## src/rtl/hpool_pkg.sv

```systemverilog
package hpool_pkg;
  parameter int unsigned CFG_W = 16;

  typedef struct packed {
    logic [CFG_W-1:0] tiles;
    logic [CFG_W-1:0] rows;
    logic [CFG_W-1:0] cols;
    logic [CFG_W-1:0] win;
  } pool_cfg_t;

  typedef enum logic {
    RUN_IDLE = 1'b0,
    RUN_BUSY = 1'b1
  } run_state_e;
endpackage

```

## src/rtl/hpool_lane_max.sv

```systemverilog
module hpool_lane_max #(
  parameter int unsigned LANE_W = 16
) (
  input  logic [LANE_W-1:0] held_i,
  input  logic [LANE_W-1:0] incoming_i,
  input  logic              fresh_i,
  output logic [LANE_W-1:0] merged_o
);
  logic held_wins;

  always_comb begin
    held_wins = $signed(held_i) > $signed(incoming_i);
    if (fresh_i) merged_o = incoming_i;
    else         merged_o = held_wins ? held_i : incoming_i;
  end
endmodule

```

## src/rtl/hpool_seq.sv

```systemverilog
module hpool_seq
  import hpool_pkg::*;
(
  input  logic      clk_i,
  input  logic      rst_ni,
  input  logic      start_i,
  input  pool_cfg_t cfg_i,
  input  logic      beat_i,
  output logic      busy_o,
  output logic      done_o,
  output logic      win_first_o,
  output logic      win_last_o
);
  run_state_e       state_q;
  pool_cfg_t        cfg_q;
  logic [CFG_W-1:0] phase_q, col_q, row_q, tile_q;
  logic             col_end, row_end, tile_end;

  assign col_end     = col_q  == cfg_q.cols  - CFG_W'(1);
  assign row_end     = row_q  == cfg_q.rows  - CFG_W'(1);
  assign tile_end    = tile_q == cfg_q.tiles - CFG_W'(1);
  assign win_first_o = phase_q == '0;
  assign win_last_o  = phase_q == cfg_q.win - CFG_W'(1);
  assign busy_o      = state_q == RUN_BUSY;

  always_ff @(posedge clk_i or negedge rst_ni) begin
    if (!rst_ni) begin
      state_q <= RUN_IDLE;
      cfg_q   <= '0;
      phase_q <= '0;
      col_q   <= '0;
      row_q   <= '0;
      tile_q  <= '0;
      done_o  <= 1'b0;
    end else if (state_q == RUN_IDLE) begin
      if (start_i) begin
        state_q <= RUN_BUSY;
        cfg_q   <= cfg_i;
        phase_q <= '0;
        col_q   <= '0;
        row_q   <= '0;
        tile_q  <= '0;
        done_o  <= 1'b0;
      end
    end else if (beat_i) begin
      phase_q <= win_last_o ? '0 : phase_q + CFG_W'(1);
      if (col_end) begin
        col_q   <= '0;
        phase_q <= '0;  // realign windows at each row start
        if (row_end) begin
          row_q <= '0;
          if (tile_end) begin
            tile_q  <= '0;
            state_q <= RUN_IDLE;
            done_o  <= 1'b1;
          end else begin
            tile_q <= tile_q + CFG_W'(1);
          end
        end else begin
          row_q <= row_q + CFG_W'(1);
        end
      end else begin
        col_q <= col_q + CFG_W'(1);
      end
    end
  end
endmodule

```

## src/rtl/hpool_out_slot.sv

```systemverilog
module hpool_out_slot #(
  parameter int unsigned WORD_W = 128
) (
  input  logic              clk_i,
  input  logic              rst_ni,
  input  logic              push_i,
  input  logic [WORD_W-1:0] data_i,
  input  logic              ready_i,
  output logic              valid_o,
  output logic [WORD_W-1:0] data_o,
  output logic              free_o
);
  assign free_o = !valid_o || ready_i;

  always_ff @(posedge clk_i or negedge rst_ni) begin
    if (!rst_ni) begin
      valid_o <= 1'b0;
      data_o  <= '0;
    end else if (push_i) begin
      valid_o <= 1'b1;
      data_o  <= data_i;
    end else if (ready_i) begin
      valid_o <= 1'b0;
    end
  end
endmodule

```

## src/rtl/hpool_reducer.sv

```systemverilog
module hpool_reducer
  import hpool_pkg::*;
#(
  parameter int unsigned LANES  = 8,
  parameter int unsigned LANE_W = 16,
  localparam int unsigned WORD_W = LANES * LANE_W
) (
  input  logic              clk_i,
  input  logic              rst_ni,
  input  logic              start_i,
  input  logic [CFG_W-1:0]  cfg_tiles_i,
  input  logic [CFG_W-1:0]  cfg_rows_i,
  input  logic [CFG_W-1:0]  cfg_cols_i,
  input  logic [CFG_W-1:0]  cfg_win_i,
  input  logic              in_valid_i,
  output logic              in_ready_o,
  input  logic [WORD_W-1:0] in_data_i,
  output logic              out_valid_o,
  input  logic              out_ready_i,
  output logic [WORD_W-1:0] out_data_o,
  output logic              busy_o,
  output logic              done_o
);
  pool_cfg_t         cfg;
  logic              beat, win_first, win_last, slot_free, push;
  logic [WORD_W-1:0] hold_q, merged;

  assign cfg = '{tiles: cfg_tiles_i, rows: cfg_rows_i, cols: cfg_cols_i, win: cfg_win_i};

  hpool_seq u_seq (
    .clk_i       (clk_i),
    .rst_ni      (rst_ni),
    .start_i     (start_i),
    .cfg_i       (cfg),
    .beat_i      (beat),
    .busy_o      (busy_o),
    .done_o      (done_o),
    .win_first_o (win_first),
    .win_last_o  (win_last)
  );

  for (genvar k = 0; k < LANES; k++) begin : g_lane
    hpool_lane_max #(.LANE_W(LANE_W)) u_max (
      .held_i     (hold_q[k*LANE_W +: LANE_W]),
      .incoming_i (in_data_i[k*LANE_W +: LANE_W]),
      .fresh_i    (win_first),
      .merged_o   (merged[k*LANE_W +: LANE_W])
    );
  end

  assign in_ready_o = busy_o && slot_free;
  assign beat       = in_valid_i && in_ready_o;
  assign push       = beat && win_last;

  always_ff @(posedge clk_i or negedge rst_ni) begin
    if (!rst_ni)              hold_q <= '0;
    else if (beat && !win_last) hold_q <= merged;
  end

  hpool_out_slot #(.WORD_W(WORD_W)) u_slot (
    .clk_i   (clk_i),
    .rst_ni  (rst_ni),
    .push_i  (push),
    .data_i  (merged),
    .ready_i (out_ready_i),
    .valid_o (out_valid_o),
    .data_o  (out_data_o),
    .free_o  (slot_free)
  );
endmodule

```

## config.mk

```make
export PLATFORM = sky130hd
export DESIGN_NAME = hpool_reducer
export DESIGN_NICKNAME = d
export VERILOG_FILES = /design/src/rtl/hpool_pkg.sv /design/src/rtl/hpool_lane_max.sv /design/src/rtl/hpool_seq.sv /design/src/rtl/hpool_out_slot.sv /design/src/rtl/hpool_reducer.sv
export SDC_FILE = /design/constraint.sdc
export NUM_CORES = 1
export LEC_CHECK = 0
export BUFFER_PORTS_ARGS = -buffer_cell sky130_fd_sc_hd__clkbuf_2
export CORE_ASPECT_RATIO = 1.1
export CORE_UTILIZATION = 44
export DETAILED_ROUTE_END_ITERATION = 6
export HOLD_SLACK_MARGIN = 0.1
export PLACE_DENSITY = 0.67
export SLEW_MARGIN = 10
export SYNTH_ARGS = -nofsm -noshare
export SYNTH_HDL_FRONTEND = slang
export SYNTH_SLANG_ARGS = --single-unit
```

## constraint.sdc

```tcl
create_clock -name clk_i -period 5.8 [get_ports clk_i]
set_input_delay 0.29 -clock clk_i [delete_from_list [all_inputs] [get_ports clk_i]]
set_output_delay 0.29 -clock clk_i [all_outputs]
set_load 0.01 [all_outputs]
```

==> flow_summary.html <==
<table>
<tr><th>Metric</th><th>Value</th></tr>
<tr><th colspan="2">Run status</th></tr>
<tr><td>Result of the run</td><td>completed</td></tr>
<tr><th colspan="2">Global routing</th></tr>
<tr><td>Initial antenna violation count</td><td>5</td></tr>
<tr><td>Number of global-route vias before repair</td><td>about 18,000</td></tr>
<tr><td>Wire length of the first global-routing pass</td><td>93,000 µm</td></tr>
<tr><td>Overflow left after global routing</td><td>0</td></tr>
<tr><td>Pin count of the biggest net entering global routing</td><td>160</td></tr>
<tr><td>Total GRT Usage</td><td>0.220</td></tr>
<tr><th colspan="2">Yosys</th></tr>
<tr><td>Share of the synthesized area in the top cell type</td><td>0.430</td></tr>
<tr><td>Sequential-to-total area share from yosys stat</td><td>0.430</td></tr>
<tr><td>Number of warning messages in the yosys log</td><td>0</td></tr>
<tr><td>Biggest area contributors in the synthesized netlist</td><td>sky130_fd_sc_hd__dfrtp_1 43%, sky130_fd_sc_hd__mux2_2 20%, sky130_fd_sc_hd__ha_1 7.6%</td></tr>
<tr><td>Dominant cell type by area after synthesis</td><td>sky130_fd_sc_hd__dfrtp_1</td></tr>
<tr><td>Most used standard cells in the synthesized netlist</td><td>409 x sky130_fd_sc_hd__mux2_2, 387 x sky130_fd_sc_hd__dfrtp_1, 166 x sky130_fd_sc_hd__inv_1</td></tr>
<tr><td>Gate Count Post-Synth</td><td>2,040</td></tr>
<tr><td>Netlist area before placement</td><td>22,500 µm²</td></tr>
<tr><td>Syn_nets</td><td>~2,400</td></tr>
<tr><td>Main flop type after synthesis</td><td>sky130_fd_sc_hd__dfrtp_1</td></tr>
<tr><td>Number of enable-type register cells in the synthesized netlist</td><td>0</td></tr>
<tr><td>Post-Synthesis Mean Instance Area</td><td>between 10 and 15 µm²</td></tr>
<tr><td>Dominant cell by count in the synthesized netlist</td><td>sky130_fd_sc_hd__mux2_2</td></tr>
<tr><td>Proportion of register bits with asynchronous set or reset after synthesis</td><td>1.00</td></tr>
<tr><td>Number of different library cells in the post-synthesis netlist</td><td>77</td></tr>
<tr><td>Flops &amp; latches, synth</td><td>around 390</td></tr>
<tr><th colspan="2">Pwr</th></tr>
<tr><td>Worst IR drop on VDD</td><td>roughly 0.00023 V</td></tr>
<tr><td>Post-route total power</td><td>10.6 mW</td></tr>
<tr><td>Leak Pwr</td><td>13.6 nW</td></tr>
<tr><td>Pwr per Cell Area</td><td>between 300 and 400 nW/µm²</td></tr>
<tr><th colspan="2">Floorplanning</th></tr>
<tr><td>Total Die Area</td><td>approximately 52,000 µm²</td></tr>
<tr><td>Die extent in y</td><td>about 240 µm</td></tr>
<tr><td>Floorplan row count</td><td>86</td></tr>
<tr><td>Number of top-level design ports</td><td>around 330</td></tr>
<tr><td>X dimension of the die</td><td>about 220 µm</td></tr>
<tr><td>Initial standard-cell utilization of the core</td><td>0.447</td></tr>
<tr><td>Placeable core region</td><td>50,400 µm²</td></tr>
<tr><th colspan="2">Setup path</th></tr>
<tr><td>Crit path capture type</td><td>register</td></tr>
<tr><td>Kind of start point of the critical path</td><td>register</td></tr>
<tr><td>Worst Path Arrival</td><td>between 4 and 5 ns</td></tr>
<tr><td>Slowest cell on the critical path</td><td>sky130_fd_sc_hd__nor4_1</td></tr>
<tr><td>Required arrival time at the worst endpoint</td><td>~6.3 ns</td></tr>
<tr><td>Cell breakdown of the critical path</td><td>nor4_1 -&gt; nand4b_1 -&gt; xnor2_1 -&gt; nor4_1 -&gt; o211a_1 -&gt; nand4_1 -&gt; buf_4 -&gt; nor2_4 -&gt; buf_4 -&gt; mux2_2</td></tr>
<tr><td>Worst stage delay on the critical path</td><td>approximately 0.92 ns</td></tr>
<tr><td>Critical path class</td><td>register to register</td></tr>
<tr><td>Largest fanout on the critical path</td><td>65</td></tr>
<tr><th colspan="2">Clock network</th></tr>
<tr><td>Clock Pin Slew Worst Setup and Hold Paths</td><td>0.06 ns</td></tr>
<tr><td>Count of H-tree levels built during CTS</td><td>2</td></tr>
<tr><td>Number of resized instances in the post-cts repair step</td><td>0</td></tr>
<tr><td>TritonCTS clock tree</td><td>yes</td></tr>
<tr><td>Setup Fix Bufs, Post-CTS</td><td>0</td></tr>
<tr><td>Number of buffers created by CTS</td><td>44</td></tr>
<tr><td>Largest buffer count on any clock path</td><td>3</td></tr>
<tr><td>Root buffer cell</td><td>sky130_fd_sc_hd__clkbuf_16</td></tr>
<tr><td>Count of hold buffers inserted by post-cts repair</td><td>195</td></tr>
<tr><td>Sinks on Clock Net</td><td>just under 400</td></tr>
<tr><td>Clock latency of the later-clocked register in the worst-skew pair</td><td>around 0.59 ns</td></tr>
<tr><th colspan="2">Timing</th></tr>
<tr><td>Setup repair after global routing missed its margin</td><td>false</td></tr>
<tr><td>Min cycle time layout</td><td>about 4.1 ns</td></tr>
<tr><td>Setup clock skew after layout</td><td>between 0.02 and 0.03 ns</td></tr>
<tr><td>Post-route clock period utilization</td><td>0.705</td></tr>
<tr><td>Final hold viol count</td><td>0</td></tr>
<tr><td>Setup Total Neg Slack</td><td>0 ns</td></tr>
<tr><td>Achievable frequency</td><td>245 MHz</td></tr>
<tr><td>Min setup slack post-route</td><td>around 1.7 ns</td></tr>
<tr><td>Actual slew at the worst max-slew pin</td><td>around 1.2 ns</td></tr>
<tr><td>Number of max-slew violations in the final report</td><td>0</td></tr>
<tr><td>Slew Limit Headroom</td><td>0.162</td></tr>
<tr><td>Worst slack on hold paths</td><td>around 0.29 ns</td></tr>
<tr><td>Setup violators final</td><td>0</td></tr>
<tr><th colspan="2">Detailed routing</th></tr>
<tr><td>Count of antenna-violating nets left after detailed routing</td><td>0</td></tr>
<tr><td>Detailed-route wire length per cell</td><td>17.6 µm</td></tr>
<tr><td>Count of TritonRoute iterations in the first routing pass</td><td>5</td></tr>
<tr><td>Ratio of routed vias to standard cells</td><td>around 5.4</td></tr>
<tr><td>Via total after detailed routing</td><td>17,500</td></tr>
<tr><td>Residual DRC</td><td>0</td></tr>
<tr><td>Total wire length after detailed routing</td><td>roughly 57,000 µm</td></tr>
<tr><td>Iteration-0 DRC Markers</td><td>around 1,000</td></tr>
<tr><th colspan="2">Place</th></tr>
<tr><td>Gpl congestion</td><td>0.888</td></tr>
<tr><td>Instance area at placement</td><td>roughly 25,000 µm²</td></tr>
<tr><td>IO buf count</td><td>approximately 330</td></tr>
<tr><td>Post-detail-place hpwl</td><td>39,900 µm</td></tr>
<tr><td>Pre-CTS setup slack</td><td>1.74 ns</td></tr>
<tr><td>Inst Count DP</td><td>2,962</td></tr>
<tr><th colspan="2">Cells and area</th></tr>
<tr><td>Fraction of layout instances using a drive strength above 1</td><td>0.329</td></tr>
<tr><td>Post-layout nets</td><td>between 2,000 and 3,000</td></tr>
<tr><td>Final core area utilization</td><td>0.559</td></tr>
<tr><td>Fin area</td><td>28,200 µm²</td></tr>
<tr><td>Number of standard cells in the layout, taps in and fillers out</td><td>3,243</td></tr>
<tr><td>P&amp;R area growth vs syn</td><td>25.1%</td></tr>
<tr><th colspan="2">Worst hold path</th></tr>
<tr><td>Classification of the worst-slack hold path</td><td>primary input to register</td></tr>
<tr><th colspan="2">Run</th></tr>
<tr><td>Total of max-cap violations</td><td>0</td></tr>
</table>
## logic make-up after synthesis
logic type / after synthesis / share of synthesized area
muxes: 414 / 0.207
adders and majority gates: 139 / 0.0770
xor gates and xnor gates: 110 / 0.0428
and+or+nand+nor: 468 / 0.113
DFF: 387 / 0.430
AOI/OAI and AO/OA: 270 / 0.0855
buffers and inverters: 252 / 0.0454
## worst paths after layout
| kind | start | to | slack [ns] | cells after the start |
|---|---|---|---|---|
| worst min-delay path | in_valid_i | u_seq.col_q[0]$_DFFE_PN0P_ | 0.29 | 5 |
| worst max-delay path | u_seq.cfg_q[0]$_DFFE_PN0P_ | u_slot.data_o[42]$_DFFE_PN0P_ | 1.71 | 10 |
| min in group asynchronous | rst_ni | u_seq.cfg_q[36]$_DFFE_PN0P_ | 0.35 | 2 |
| worst min register to register | u_slot.data_o[117]$_DFFE_PN0P_ | u_slot.data_o[117]$_DFFE_PN0P_ | 0.50 | 1 |
| worst max register to register | u_seq.cfg_q[0]$_DFFE_PN0P_ | u_slot.data_o[42]$_DFFE_PN0P_ | 1.71 | 10 |
| max in group asynchronous | rst_ni | u_slot.data_o[19]$_DFFE_PN0P_ | 4.09 | 3 |
## routing by layer
metal / track usage / up-vias / share of wire
met5: 0 / - / 0
met4: 0.0770 / 0 / 0.032
met3: 0.0475 / 111 / 0.055
met2: 0.384 / 420 / 0.50
met1: 0.266 / 8571 / 0.42
li1: - / 8366 / -
## worst max-delay path, delay by kind of cell, from the launching register on
family	cells	cell delay, ns
simple gates	5	1.68
buf+inv	2	0.97
flops	1	0.42
mux	1	0.42
compound gates	1	0.21
xor+xnor	1	0.18
## placed cells by master, fill, tap and decap left out, drive strengths merged, types with 11 or more instances in the layout
| cell | instances |
|---|---|
| a211o | 17 |
| a21o | 16 |
| a21oi | 50 |
| a22o | 15 |
| and3 | 35 |
| buf | 21 |
| clkbuf | 392 |
| clkinv | 11 |
| dfrtp | 387 |
| dlygate4sd3 | 195 |
| ha | 137 |
| inv | 166 |
| mux2 | 410 |
| nand2 | 86 |
| nand2b | 11 |
| nand3 | 39 |
| nand4 | 38 |
| nor2 | 105 |
| nor2b | 32 |
| nor3 | 24 |
| nor4 | 28 |
| o211ai | 26 |
| o21a | 13 |
| o21ai | 45 |
| o22a | 16 |
| or4 | 12 |
| xnor2 | 69 |
| xor2 | 41 |
## power breakdown
group          internal, mW  leakage [nW]  switching [mW]
logic                  2.22          7.93            1.82
registers              3.31          4.94           0.543
clock network          1.56         0.687            1.14
total                  7.10          13.6            3.50
## cell type report
type                    instances  area (µm²)
diodes                          8        20.0
clock buffers                  65        1270
clock inverters                13         126
fillers                      4237       22200
inverters                     166         623
multi-input cells            1401       11800
flip-flops and latches        387        9680
well taps                     660         826
repair buffers                543        3780
## sequential cells by signal (all words and copies together) (netlist names), 16 cells and up
register and count:
u_seq.row_q 16, u_slot.data_o 128, u_seq.tile_q 16, u_seq.col_q 16, hold_q 128, u_seq.cfg_q 64
u_seq.phase_q 16
(Power assumes the default switching activity.)
